==> config.mk <==
export PLATFORM = sky130hd
export DESIGN_NAME = uart_frame_tx
export DESIGN_NICKNAME = d
export VERILOG_FILES = /design/src/rtl/uart_tx_pkg.sv /design/src/rtl/uart_tx_parity.sv /design/src/rtl/uart_tx_timer.sv /design/src/rtl/uart_tx_seq.sv /design/src/rtl/uart_frame_tx.sv
export SDC_FILE = /design/constraint.sdc
export NUM_CORES = 1
export LEC_CHECK = 0
export BUFFER_PORTS_ARGS = -buffer_cell sky130_fd_sc_hd__buf_2
export CORE_MARGIN = 1
export CORE_UTILIZATION = 51
export DETAILED_ROUTE_END_ITERATION = 6
export PLACE_DENSITY = 0.85
export SLEW_MARGIN = 20
export SYNTH_ARGS = -nofsm -noshare
export SYNTH_HDL_FRONTEND = slang
export SYNTH_SLANG_ARGS = --single-unit
export TNS_END_PERCENT = 5
==> constraint.sdc <==
create_clock -name clk -period 1.7 [get_ports clk]
set_clock_uncertainty 0.1 [all_clocks]
set_input_delay 0.085 -clock clk [delete_from_list [all_inputs] [get_ports clk]]
set_output_delay 0.085 -clock clk [all_outputs]
set_load 0.02 [all_outputs]
==> src/rtl/uart_tx_pkg.sv <==
package uart_tx_pkg;

  typedef enum logic [2:0] {
    ST_IDLE,
    ST_START,
    ST_DATA,
    ST_PAR,
    ST_STOP
  } tx_state_e;

  // number of data bits for a word length code
  function automatic logic [3:0] word_bits(input logic [1:0] len);
    return 4'd5 + {2'b00, len};
  endfunction

endpackage

==> src/rtl/uart_tx_parity.sv <==
module uart_tx_parity #(
  parameter int DATA_W = 8
) (
  input  logic [DATA_W-1:0] data,
  input  logic [1:0]        len,
  input  logic              sel,
  input  logic              stick,
  output logic              par_bit
);
  import uart_tx_pkg::*;

  logic [3:0] nbits;
  logic       ones_odd;

  always_comb begin
    nbits    = word_bits(len);
    ones_odd = 1'b0;
    for (int i = 0; i < DATA_W; i++) begin
      if (i < int'(nbits)) ones_odd = ones_odd ^ data[i];
    end
    if (stick) par_bit = ~sel;
    else if (sel) par_bit = ones_odd;   // even: total count even
    else par_bit = ~ones_odd;           // odd: total count odd
  end

endmodule

==> src/rtl/uart_tx_timer.sv <==
module uart_tx_timer #(
  parameter int CNT_W = 6
) (
  input  logic             clk,
  input  logic             rst_n,
  input  logic             busy,
  input  logic             tick,
  input  logic [CNT_W-1:0] limit,
  output logic             phase_end
);

  logic [CNT_W-1:0] cnt_q, cnt_d;
  logic             cnt_en;

  always_comb begin
    phase_end = busy && tick && (cnt_q == limit - CNT_W'(1));
    cnt_en    = !busy || tick;
    if (!busy || phase_end) cnt_d = '0;
    else cnt_d = cnt_q + CNT_W'(1);
  end

  always_ff @(posedge clk or negedge rst_n) begin
    if (!rst_n) cnt_q <= '0;
    else if (cnt_en) cnt_q <= cnt_d;
  end

endmodule

==> src/rtl/uart_tx_seq.sv <==
module uart_tx_seq #(
  parameter int DATA_W = 8,
  parameter int OSR    = 16,
  parameter int CNT_W  = 6
) (
  input  logic              clk,
  input  logic              rst_n,
  input  logic              phase_end,
  input  logic              par_bit,
  input  logic              in_valid,
  input  logic [DATA_W-1:0] in_data,
  input  logic [1:0]        cfg_len,
  input  logic              cfg_stop_long,
  input  logic              cfg_par_en,
  input  logic              cfg_par_sel,
  input  logic              cfg_par_stick,
  output logic              in_ready,
  output logic              busy,
  output logic              line,
  output logic [CNT_W-1:0]  limit,
  output logic [DATA_W-1:0] frame_data,
  output logic [1:0]        frame_len,
  output logic              frame_par_sel,
  output logic              frame_par_stick
);
  import uart_tx_pkg::*;

  localparam int IDX_W = $clog2(DATA_W);
  localparam logic [CNT_W-1:0] LIM_BIT  = CNT_W'(OSR);
  localparam logic [CNT_W-1:0] LIM_HALF = CNT_W'(OSR + OSR / 2);
  localparam logic [CNT_W-1:0] LIM_TWO  = CNT_W'(2 * OSR);

  tx_state_e         state_q, state_d;
  logic [DATA_W-1:0] data_q;
  logic [IDX_W-1:0]  idx_q, idx_d;
  logic [1:0]        len_q;
  logic              stopl_q, pen_q, psel_q, pstk_q;
  logic              accept, last_bit;

  always_comb begin
    accept   = in_valid && (state_q == ST_IDLE);
    last_bit = ({1'b0, idx_q} == IDX_W'(word_bits(len_q) - 4'd1));
    state_d  = state_q;
    idx_d    = idx_q;
    case (state_q)
      ST_IDLE:  if (accept) state_d = ST_START;
      ST_START: if (phase_end) begin
        state_d = ST_DATA;
        idx_d   = '0;
      end
      ST_DATA:  if (phase_end) begin
        if (last_bit) state_d = pen_q ? ST_PAR : ST_STOP;
        else idx_d = idx_q + IDX_W'(1);
      end
      ST_PAR:   if (phase_end) state_d = ST_STOP;
      ST_STOP:  if (phase_end) state_d = ST_IDLE;
      default:  state_d = ST_IDLE;
    endcase
  end

  always_ff @(posedge clk or negedge rst_n) begin
    if (!rst_n) begin
      state_q <= ST_IDLE;
      idx_q   <= '0;
    end else begin
      state_q <= state_d;
      idx_q   <= idx_d;
    end
  end

  // frame settings captured on accept only
  always_ff @(posedge clk or negedge rst_n) begin
    if (!rst_n) begin
      data_q  <= '0;
      len_q   <= '0;
      stopl_q <= 1'b0;
      pen_q   <= 1'b0;
      psel_q  <= 1'b0;
      pstk_q  <= 1'b0;
    end else if (accept) begin
      data_q  <= in_data;
      len_q   <= cfg_len;
      stopl_q <= cfg_stop_long;
      pen_q   <= cfg_par_en;
      psel_q  <= cfg_par_sel;
      pstk_q  <= cfg_par_stick;
    end
  end

  always_comb begin
    in_ready = (state_q == ST_IDLE);
    busy     = !in_ready;
    case (state_q)
      ST_START: line = 1'b0;
      ST_DATA:  line = data_q[idx_q];
      ST_PAR:   line = par_bit;
      default:  line = 1'b1;
    endcase
    if (state_q == ST_STOP && stopl_q) limit = (len_q == 2'd0) ? LIM_HALF : LIM_TWO;
    else limit = LIM_BIT;
    frame_data      = data_q;
    frame_len       = len_q;
    frame_par_sel   = psel_q;
    frame_par_stick = pstk_q;
  end

endmodule

==> src/rtl/uart_frame_tx.sv <==
module uart_frame_tx #(
  parameter int DATA_W = 8,
  parameter int OSR    = 16
) (
  input  logic              clk,
  input  logic              rst_n,
  input  logic              tick16,
  input  logic [1:0]        cfg_len,
  input  logic              cfg_stop_long,
  input  logic              cfg_par_en,
  input  logic              cfg_par_sel,
  input  logic              cfg_par_stick,
  input  logic              cfg_break,
  input  logic              in_valid,
  input  logic [DATA_W-1:0] in_data,
  output logic              in_ready,
  output logic              txd
);

  localparam int CNT_W = $clog2(2 * OSR + 1);

  logic              rst_s1_q, rst_s2_q;
  logic              busy, phase_end, par_bit, line;
  logic [CNT_W-1:0]  limit;
  logic [DATA_W-1:0] frame_data;
  logic [1:0]        frame_len;
  logic              frame_par_sel, frame_par_stick;

  // asynchronous assert, synchronous release
  always_ff @(posedge clk or negedge rst_n) begin
    if (!rst_n) begin
      rst_s1_q <= 1'b0;
      rst_s2_q <= 1'b0;
    end else begin
      rst_s1_q <= 1'b1;
      rst_s2_q <= rst_s1_q;
    end
  end

  uart_tx_seq #(.DATA_W(DATA_W), .OSR(OSR), .CNT_W(CNT_W)) u_seq (
    .clk             (clk),
    .rst_n           (rst_s2_q),
    .phase_end       (phase_end),
    .par_bit         (par_bit),
    .in_valid        (in_valid),
    .in_data         (in_data),
    .cfg_len         (cfg_len),
    .cfg_stop_long   (cfg_stop_long),
    .cfg_par_en      (cfg_par_en),
    .cfg_par_sel     (cfg_par_sel),
    .cfg_par_stick   (cfg_par_stick),
    .in_ready        (in_ready),
    .busy            (busy),
    .line            (line),
    .limit           (limit),
    .frame_data      (frame_data),
    .frame_len       (frame_len),
    .frame_par_sel   (frame_par_sel),
    .frame_par_stick (frame_par_stick)
  );

  uart_tx_timer #(.CNT_W(CNT_W)) u_timer (
    .clk       (clk),
    .rst_n     (rst_s2_q),
    .busy      (busy),
    .tick      (tick16),
    .limit     (limit),
    .phase_end (phase_end)
  );

  uart_tx_parity #(.DATA_W(DATA_W)) u_par (
    .data    (frame_data),
    .len     (frame_len),
    .sel     (frame_par_sel),
    .stick   (frame_par_stick),
    .par_bit (par_bit)
  );

  assign txd = line && !cfg_break;

endmodule

==> run summary, run 1 <==
run status - complete, but fails checks
failing checks - negative setup slack
dpl hpwl - 2580 µm
f_max - 398 MHz
die area - 3300 µm²
metal2 WL - 2000 µm
number of buffers created by CTS - 3
top_reg_cell synth - dfrtp_1
CTS tree - done
Clock Latency Late Sink - 330 ps
vias in the first global route - 1396
synthesis-stage register bit count - 28
share of synthesized registers carrying an async set or reset - 1.00
Worst VDD drop - 0.00124 V
fin util - 0.780
H-tree levels - 1
MaxCap Viol Count - 0
Syn Area/Cell - 11.4 µm²
Syn. warnings - 0
Iter 0 DRT Violations - 25
syn nets - 159
Die Span X - 57.4 µm
routed wire length on met3 - 180 µm
core area - 2830 µm²
Placer Congestion - 0.817
CP Launch Type - flip-flop
Hold Crit Class - primary input to flip-flop
Hold Vio Cnt, Final - 0
Crit Path Category - flip-flop to primary output
Antenna diodes - 0
global-route usage over all layers - 0.250
Sink Count - 28
fillers - 165
RSZ-0062 raised after global routing - yes
Avg WL per Cell - 17.1 µm
crit path DAT - 2330 ps
vias per inst - 5.71
number of instances in the placed design - 211
Final setup viols - 24
DRT met1 WL - 1700 µm
DRT Wirelength - 3970 µm
grt total ovfl - 0
Post-synth EDFFs - 0
nets@finish - 223
initial antenna violation count - 0
max-slew violations - 0
Root Driver - clkbuf_4
CP max FO - 2
Rows - 19
Netlist Area Pre-Place - 1570 µm²
Routed Antenna Nets - 0
P per Cell Area - 1580 nW/µm²
final worst setup slack - -810 ps
Residual DRC - 0
initial core utilization - 0.554
final hold slack - 77.6 ps
Tcrit/Tclk final - 1.48
pin count of the biggest net entering global routing - 27
Synth cell types - 43
Reg area - 701 µm²
area taken by multi-input logic gates - 911 µm²
Ports - 21
first-pass GRT wire length - 6150 µm
crit end category - primary output
synthesized netlist cell count - 138
leakage power - 1.03 nW
uppermost layer routed - met4
post-synthesis sequential area ratio - 0.447
post-route non-filler standard cell count - 232
share of cells above drive strength 1 - 0.398
drt pass-1 iters - 4
Clk pin slew, worst setup/hold paths - 150 ps
area delta synth->final - 40.9%
IO Port Bufs - 20
Vias - 1324
Worst EP required - 1510 ps
Final Critical Period - 2510 ps
Die Ht - 57.4 µm
Max clock buf depth - 2
==> final timing paths <==
kind	from	to	slack [ps]	depth (start not counted)
setup / recovery	u_seq.frame_data[0]$_DFFE_PN0P_	txd	-810	6
hold / removal	tick16	u_timer.cnt_q[1]$_DFFE_PN0P_	80	4
setup reg to reg	u_seq.state_q[0]$_DFFE_PN0P_	u_seq.idx_q[0]$_DFFE_PN0P_	-420	5
hold reg to reg	rst_s2_q$_DFF_PN0_	u_seq.frame_len[1]$_DFFE_PN0P_	170	1
max in group asynchronous	rst_n	rst_s2_q$_DFF_PN0_	900	3
min in group asynchronous	rst_s2_q$_DFF_PN0_	u_seq.frame_len[1]$_DFFE_PN0P_	170	1
==> power by group <==
part | internal [mW] | leakage [nW] | switching, mW
logic | 1.15 | 0.662 | 0.885
clock network | 0.131 | 0.0210 | 0.197
registers | 0.897 | 0.345 | 0.233
total | 2.18 | 1.03 | 1.32
==> per-stage QoR <==
stage                     setup WS [ps]  total power [mW]  TNS (ps)  cell area, µm²
final                              -810              3.50     -5070            2210
after global routing               -880              3.71     -6850            2210
after CTS                          -789              3.25     -5210            2140
after detailed placement           -494              2.76     -5270            1910
after global placement             -364              2.63     -4080            1910
after floorplan                    -281              2.20     -4060            1600
==> layout by cell type, fill, tap and decap left out, types with 3 or more instances in the layout <==
cell,n
nor2b_1,6
mux2_4,14
a21oi_1,6
dlygate4sd3_1,16
buf_2,18
clkbuf_4,3
buf_4,24
nor2_1,12
nand2_1,7
buf_6,5
xor2_1,6
o21ai_0,4
nand2b_1,3
nand3_1,3
mux2i_1,4
xnor2_1,4
o2111ai_1,3
dfrtp_1,28
==> final cells by class <==
cell class	count	area share
multi-input combinational	102	0.413
inverter	3	0.00624
sequential	28	0.317
clock buffer	4	0.0164
tap	31	0.0176
timing repair buffer	64	0.230
==> kinds of logic after synthesis <==
kind of cell | Yosys count | synth area share
simple gates | 42 | 0.151
xor+xnor | 12 | 0.0759
buf+inv | 8 | 0.0351
flops | 28 | 0.447
compound gates | 23 | 0.103
other cells | 1 | 0.00239
mux | 22 | 0.169
fa+ha+maj | 2 | 0.0160
==> timing repair <==
action,in CTS,in global routing
resized for setup,8,18
buffers inserted,1,0
endpoints found under the hold margin,16,0
setup endpoints to repair,26,26
hold buffers,16,0
pin swaps,3,1
==> synthesized netlist by cell type, drive strengths merged (2+ instances only) <==
master	count	area, µm²
o2111ai	3	26.3
nand2	7	26.3
a21oi	6	30.0
nor2	12	45.0
o21ai	4	20.0
xnor2	5	43.8
mux2i	4	40.0
a31oi	2	12.5
xor2	6	52.6
mux2	16	180
ha	2	25.0
nand2b	3	18.8
dfrtp	28	701
nand3	3	15.0
inv	3	11.3
mux4	2	45.0
o211ai	2	20.0
buf	4	38.8
nor2b	6	37.5
==> layer usage <==
layer | vias up | global-route usage
met1 | 649 | 0.304
met5 | - | 0
li1 | 620 | -
met2 | 44 | 0.434
met3 | 11 | 0.0385
met4 | 0 | 0.118
==> sequential cells by signal, indices dropped and copies added (netlist names) <==
| signal | cells |
|---|---|
| u_seq.stopl_q | 1 |
| u_seq.state_q | 3 |
| u_seq.pen_q | 1 |
| u_seq.frame_len | 2 |
| u_seq.frame_par_sel | 1 |
| u_timer.cnt_q | 6 |
| u_seq.idx_q | 3 |
| rst_s2_q | 1 |
| rst_s1_q | 1 |
| u_seq.frame_par_stick | 1 |
| u_seq.frame_data | 8 |
==> critical path, cell delays in order, from the launching register on <==
cell and delay, ps:
dfrtp_1 380, xnor3_2 460, xnor2_2 160, and4_1 190, or4b_4 500, a31oi_4 170, buf_6 130
Note: power is estimated with default switching activity, not from simulation.
==> run 2, diff against run 1 <==
--- a/config.mk
+++ b/config.mk
@@ -6,10 +6,12 @@
 export NUM_CORES = 1
 export LEC_CHECK = 0
 export BUFFER_PORTS_ARGS = -buffer_cell sky130_fd_sc_hd__buf_2
+export CELL_PAD_IN_SITES_DETAIL_PLACEMENT = 1
+export CELL_PAD_IN_SITES_GLOBAL_PLACEMENT = 1
 export CORE_MARGIN = 1
-export CORE_UTILIZATION = 51
+export CORE_UTILIZATION = 40
 export DETAILED_ROUTE_END_ITERATION = 6
-export PLACE_DENSITY = 0.85
+export PLACE_DENSITY = 0.84
 export SLEW_MARGIN = 20
 export SYNTH_ARGS = -nofsm -noshare
 export SYNTH_HDL_FRONTEND = slang
==> run 2 against run 1 <==
First-iteration DRC count increased to 3.8 times the previous value. Non-clock buffer count grew 2. The run still ends with negative setup slack left. Highest routed layer unchanged. Global-route usage rose by 6.7 points.
==> run summary, run 2 (synthesis results as in run 1) <==
run status - complete, but fails checks
failing checks - negative setup slack
initial antenna violation count - 0
leading cell type in the layout, fill and taps excluded - buf_4
number of instances in the placed design - 231
Total Power - 3.77 mW
Clock Latency Late Sink - 290 ps
post-route non-filler standard cell count - 250
Residual DRC - 0
vias per inst - 6.00
first-pass GRT wire length - 9290 µm
grt total ovfl - 0
Antenna diodes - 0
CP peak stage delay - 500 ps
H-tree levels - 1
Crit Path Category - flip-flop to primary output
core area - 3720 µm²
Avg WL per Cell - 24.7 µm
Hold Vio Cnt, Final - 0
drt pass-1 iters - 5
initial core utilization - 0.422
CTS tree - done
Clk pin slew, worst setup/hold paths - 90 ps
Sink Count - 28
MaxCap Viol Count - 0
max-slew violations - 0
final worst setup slack - -764 ps
number of buffers created by CTS - 3
CP max FO - 2
Ports - 21
crit end category - primary output
RSZ-0062 raised after global routing - yes
crit path DAT - 2280 ps
Routed Antenna Nets - 0
Hold Crit Class - primary input to asynchronous set/reset pin
vias in the first global route - 1669
Root Driver - clkbuf_8
Tcrit/Tclk final - 1.45
Die Ht - 64.6 µm
global-route usage over all layers - 0.317
die area - 4170 µm²
most frequent cells in the layout - buf_4 (29), dfrtp_1 (26), buf_2 (18)
area delta synth->final - 43.8%
Worst EP required - 1510 ps
share of cells above drive strength 1 - 0.421
Max clock buf depth - 2
nets@finish - 225
fin util - 0.606
crit path max-delay cell type - or4b_4
Placer Congestion - 0.784
final hold slack - 39.1 ps
CP Launch Type - flip-flop
max FFs per register - 8
Die Span X - 64.6 µm
leakage power - 1.03 nW
IO Port Bufs - 20
f_max - 406 MHz
Setup TNS - -5850 ps
pin count of the biggest net entering global routing - 27
Final setup viols - 27
Final Critical Period - 2460 ps
Iter 0 DRT Violations - 94
Rows - 22
Worst VDD drop - 0.00104 V
crit-path cells - xnor3_1 > xnor2_2 > and4_1 > or4b_4 > a31oi_4 > buf_6
P per Cell Area - 1670 nW/µm²
dpl hpwl - 3220 µm
Vias - 1499
DRT Wirelength - 6160 µm
## run 2: changes by cell type in the layout (fill, tap and decap cells not counted), sizes merged
| cell | delta |
|---|---|
| dlygate4sd3 | -1 |
| clkbuf | -1 |
| buf | +3 |
## run 2: final timing paths
kind                                                 start                               to  slack, ps  depth (start not counted)
max                        u_seq.frame_data[0]$_DFFE_PN0P_                              txd       -760                          6
min                                                  rst_n               rst_s2_q$_DFF_PN0_         40                          2
max reg2reg                   u_seq.state_q[0]$_DFFE_PN0P_       u_seq.idx_q[2]$_DFFE_PN0P_       -410                          5
min reg2reg                             rst_s2_q$_DFF_PN0_  u_seq.frame_data[4]$_DFFE_PN0P_        160                          1
max in group asynchronous               rst_s2_q$_DFF_PN0_   u_seq.frame_len[1]$_DFFE_PN0P_       1060                          1
min in group clk                                    tick16     u_timer.cnt_q[1]$_DFFE_PN0P_        160                          4
## run 2: per-stage QoR
stage               cell area, µm²  setup WS (ps)
floorplan                     1600           -281
global placement              1950           -360
detailed placement            1950           -424
CTS                           2210           -691
global route                  2250           -806
finish                        2250           -764
## run 2: layout make-up
| class | count | area (µm²) |
|---|---|---|
| Tap cell | 48 | 60.1 |
| Multi-Input combinational cell | 102 | 922 |
| Sequential cell | 28 | 703 |
| Clock buffer | 3 | 41.3 |
| Inverter | 3 | 13.8 |
| Fill cell | 391 | 1460 |
| Timing Repair Buffer | 66 | 512 |
## run 2: report_power, final
| part | total (mW) | internal, mW | switching [mW] | leakage [nW] |
|---|---|---|---|---|
| Clock | 0.376 | 0.160 | 0.216 | 0.0216 |
| Combinational | 2.20 | 1.15 | 1.05 | 0.666 |
| Sequential | 1.19 | 0.903 | 0.288 | 0.343 |
| Total | 3.77 | 2.21 | 1.56 | 1.03 |
## run 2: timing repair
item	4_1_cts	5_1_grt
hold buffers	15	0
setup endpoints to repair	27	27
buffers inserted	1	0
resized for setup	17	12
pin swaps	5	3
hold endpoints to repair	16	0
## run 2: per-layer routing
metal	wire length, µm	vias to the layer above	track usage
li1	-	627	-
met1	2330	751	0.361
met2	3200	93	0.557
met3	325	28	0.0423
met4	301	0	0.197
met5	0	-	0
## run 2: critical path: cells and delay by family, from the launching register on
| family | cells | cell delay, ps |
|---|---|---|
| simple gates | 2 | 690 |
| compound gates | 1 | 170 |
| flops | 1 | 390 |
| buf+inv | 1 | 130 |
| xor+xnor | 2 | 610 |
==> run 3, diff against run 2 <==
--- a/config.mk
+++ b/config.mk
@@ -9,9 +9,10 @@
 export CELL_PAD_IN_SITES_DETAIL_PLACEMENT = 1
 export CELL_PAD_IN_SITES_GLOBAL_PLACEMENT = 1
 export CORE_MARGIN = 1
-export CORE_UTILIZATION = 40
+export CORE_UTILIZATION = 30
+export CTS_CLUSTER_DIAMETER = 50
 export DETAILED_ROUTE_END_ITERATION = 6
-export PLACE_DENSITY = 0.84
+export PLACE_DENSITY = 0.68
 export SLEW_MARGIN = 20
 export SYNTH_ARGS = -nofsm -noshare
 export SYNTH_HDL_FRONTEND = slang
==> run 3 against run 2 <==
The run still ends with negative setup slack left. Critical path depth stayed put. Global-route usage down 15 points. Non-clock buffer count is the same. Final cell count grew 8.0%. Sequential power shrank 4%. Hold slack lost 15 ps. Sequential share of layout area down 0.48 points. Clock power increased by 11%. Flip-flop and latch count stayed put. Power decreased by 6.1%. Via count is 12% lower. First-iteration DRC count decreased by 76%.
==> run summary, run 3 (synthesis results as in run 1) <==
Setup TNS - -4230 ps
CTS tree - done
area delta synth->final - 45.8%
Die Span X - 74.3 µm
vias in the first global route - 1527
first-pass GRT wire length - 7000 µm
met3 GRT Util - 0.0217
crit end category - primary output
P per Cell Area - 1550 nW/µm²
crit path DAT - 2240 ps
Hold Crit Class - primary input to asynchronous set/reset pin
Routed Antenna Nets - 0
Clock Latency Late Sink - 270 ps
failing checks - negative setup slack
Worst EP required - 1510 ps
grt total ovfl - 0
dpl ws - -455 ps
Placer Congestion - 0.745
Die Ht - 74.3 µm
nets@finish - 225
core area - 4880 µm²
f_max - 413 MHz
Avg WL per Cell - 15.2 µm
CP max FO - 2
MaxCap Viol Count - 0
run status - complete, but fails checks
final worst setup slack - -721 ps
met1 Use GR - 0.196
Crit Path Category - flip-flop to primary output
drt pass-1 iters - 4
Final Critical Period - 2420 ps
fin util - 0.468
fillers - 553
leakage power - 1.05 nW
initial core utilization - 0.321
Tcrit/Tclk final - 1.42
setup bufs post-CTS - 0
post-route non-filler standard cell count - 270
Total Power - 3.54 mW
max-slew violations - 0
Iter 0 DRT Violations - 23
IO Port Bufs - 20
Vias - 1312
dpl hpwl - 3050 µm
Sink Count - 28
pin count of the biggest net entering global routing - 27
GRT busiest layer - met2
Max clock buf depth - 2
GR Util met2 - 0.311
H-tree levels - 1
initial antenna violation count - 0
DRT Wirelength - 4100 µm
most frequent cells in the layout - buf_4 (27), dfrtp_1 (27), buf_2 (18)
Antenna diodes - 0
number of instances in the placed design - 251
vias per inst - 4.86
Residual DRC - 0
die area - 5510 µm²
CP Launch Type - flip-flop
max FFs per register - 8
Ports - 21
Root Driver - clkbuf_8
global-route usage over all layers - 0.167
Hold Vio Cnt, Final - 0
share of cells above drive strength 1 - 0.409
Rows - 25
RSZ-0062 raised after global routing - yes
number of buffers created by CTS - 3
Worst VDD drop - 0.000771 V
Clk pin slew, worst setup/hold paths - 100 ps
Final setup viols - 25
## run 3: cell type report
class	count	area, µm²	area share
Multi-Input combinational cell	102	910	0.398
Sequential cell	28	702	0.307
Timing Repair Buffer	66	519	0.227
Tap cell	67	83.8	0.0367
Clock buffer	4	55.1	0.0241
Inverter	3	13.8	0.00603
## run 3: what timing repair did
item	CTS	global route
hold endpoints to repair	16	0
pin swaps	4	1
cloned	0	0
hold buffers	15	0
gates resized for setup	13	13
setup endpoints to repair	26	27
## run 3: per-layer routing
layer,vias to the layer above,share of wire
met3,4,0.019
met2,16,0.55
li1,627,-
met1,665,0.42
met4,0,0.0088
met5,-,0
## run 3: worst paths after layout
check | from | endpoint | slack, ps | depth (start not counted)
max reg2reg | u_seq.state_q[1]$_DFFE_PN0P_ | u_seq.idx_q[2]$_DFFE_PN0P_ | -340 | 5
max | u_seq.frame_data[0]$_DFFE_PN0P_ | txd | -720 | 6
min in group clk | tick16 | u_timer.cnt_q[2]$_DFFE_PN0P_ | 110 | 4
min | rst_n | rst_s2_q$_DFF_PN0_ | 20 | 2
max in group asynchronous | rst_s2_q$_DFF_PN0_ | u_seq.frame_len[1]$_DFFE_PN0P_ | 1080 | 1
min reg2reg | rst_s2_q$_DFF_PN0_ | u_timer.cnt_q[5]$_DFFE_PN0P_ | 140 | 1
## run 3: stage by stage
| stage | hold WS (ps) | cell area, µm² |
|---|---|---|
| detailed placement | -228 | 1990 |
| finish | 23.9 | 2280 |
| global placement | -231 | 1990 |
| global route | 38.9 | 2280 |
| floorplan | -311 | 1600 |
| CTS | 18.9 | 2230 |
## run 3: critical path, stage by stage, from the launching register on
cell     delay, ps
dfrtp_1        380
xnor3_1        450
xnor2_2        160
and4_1         170
or4b_4         490
a31oi_4        170
buf_6          130
## run 3: where the power goes
group	switching, mW	internal (mW)
registers	0.235	0.901
clock network	0.210	0.207
logic	0.831	1.16
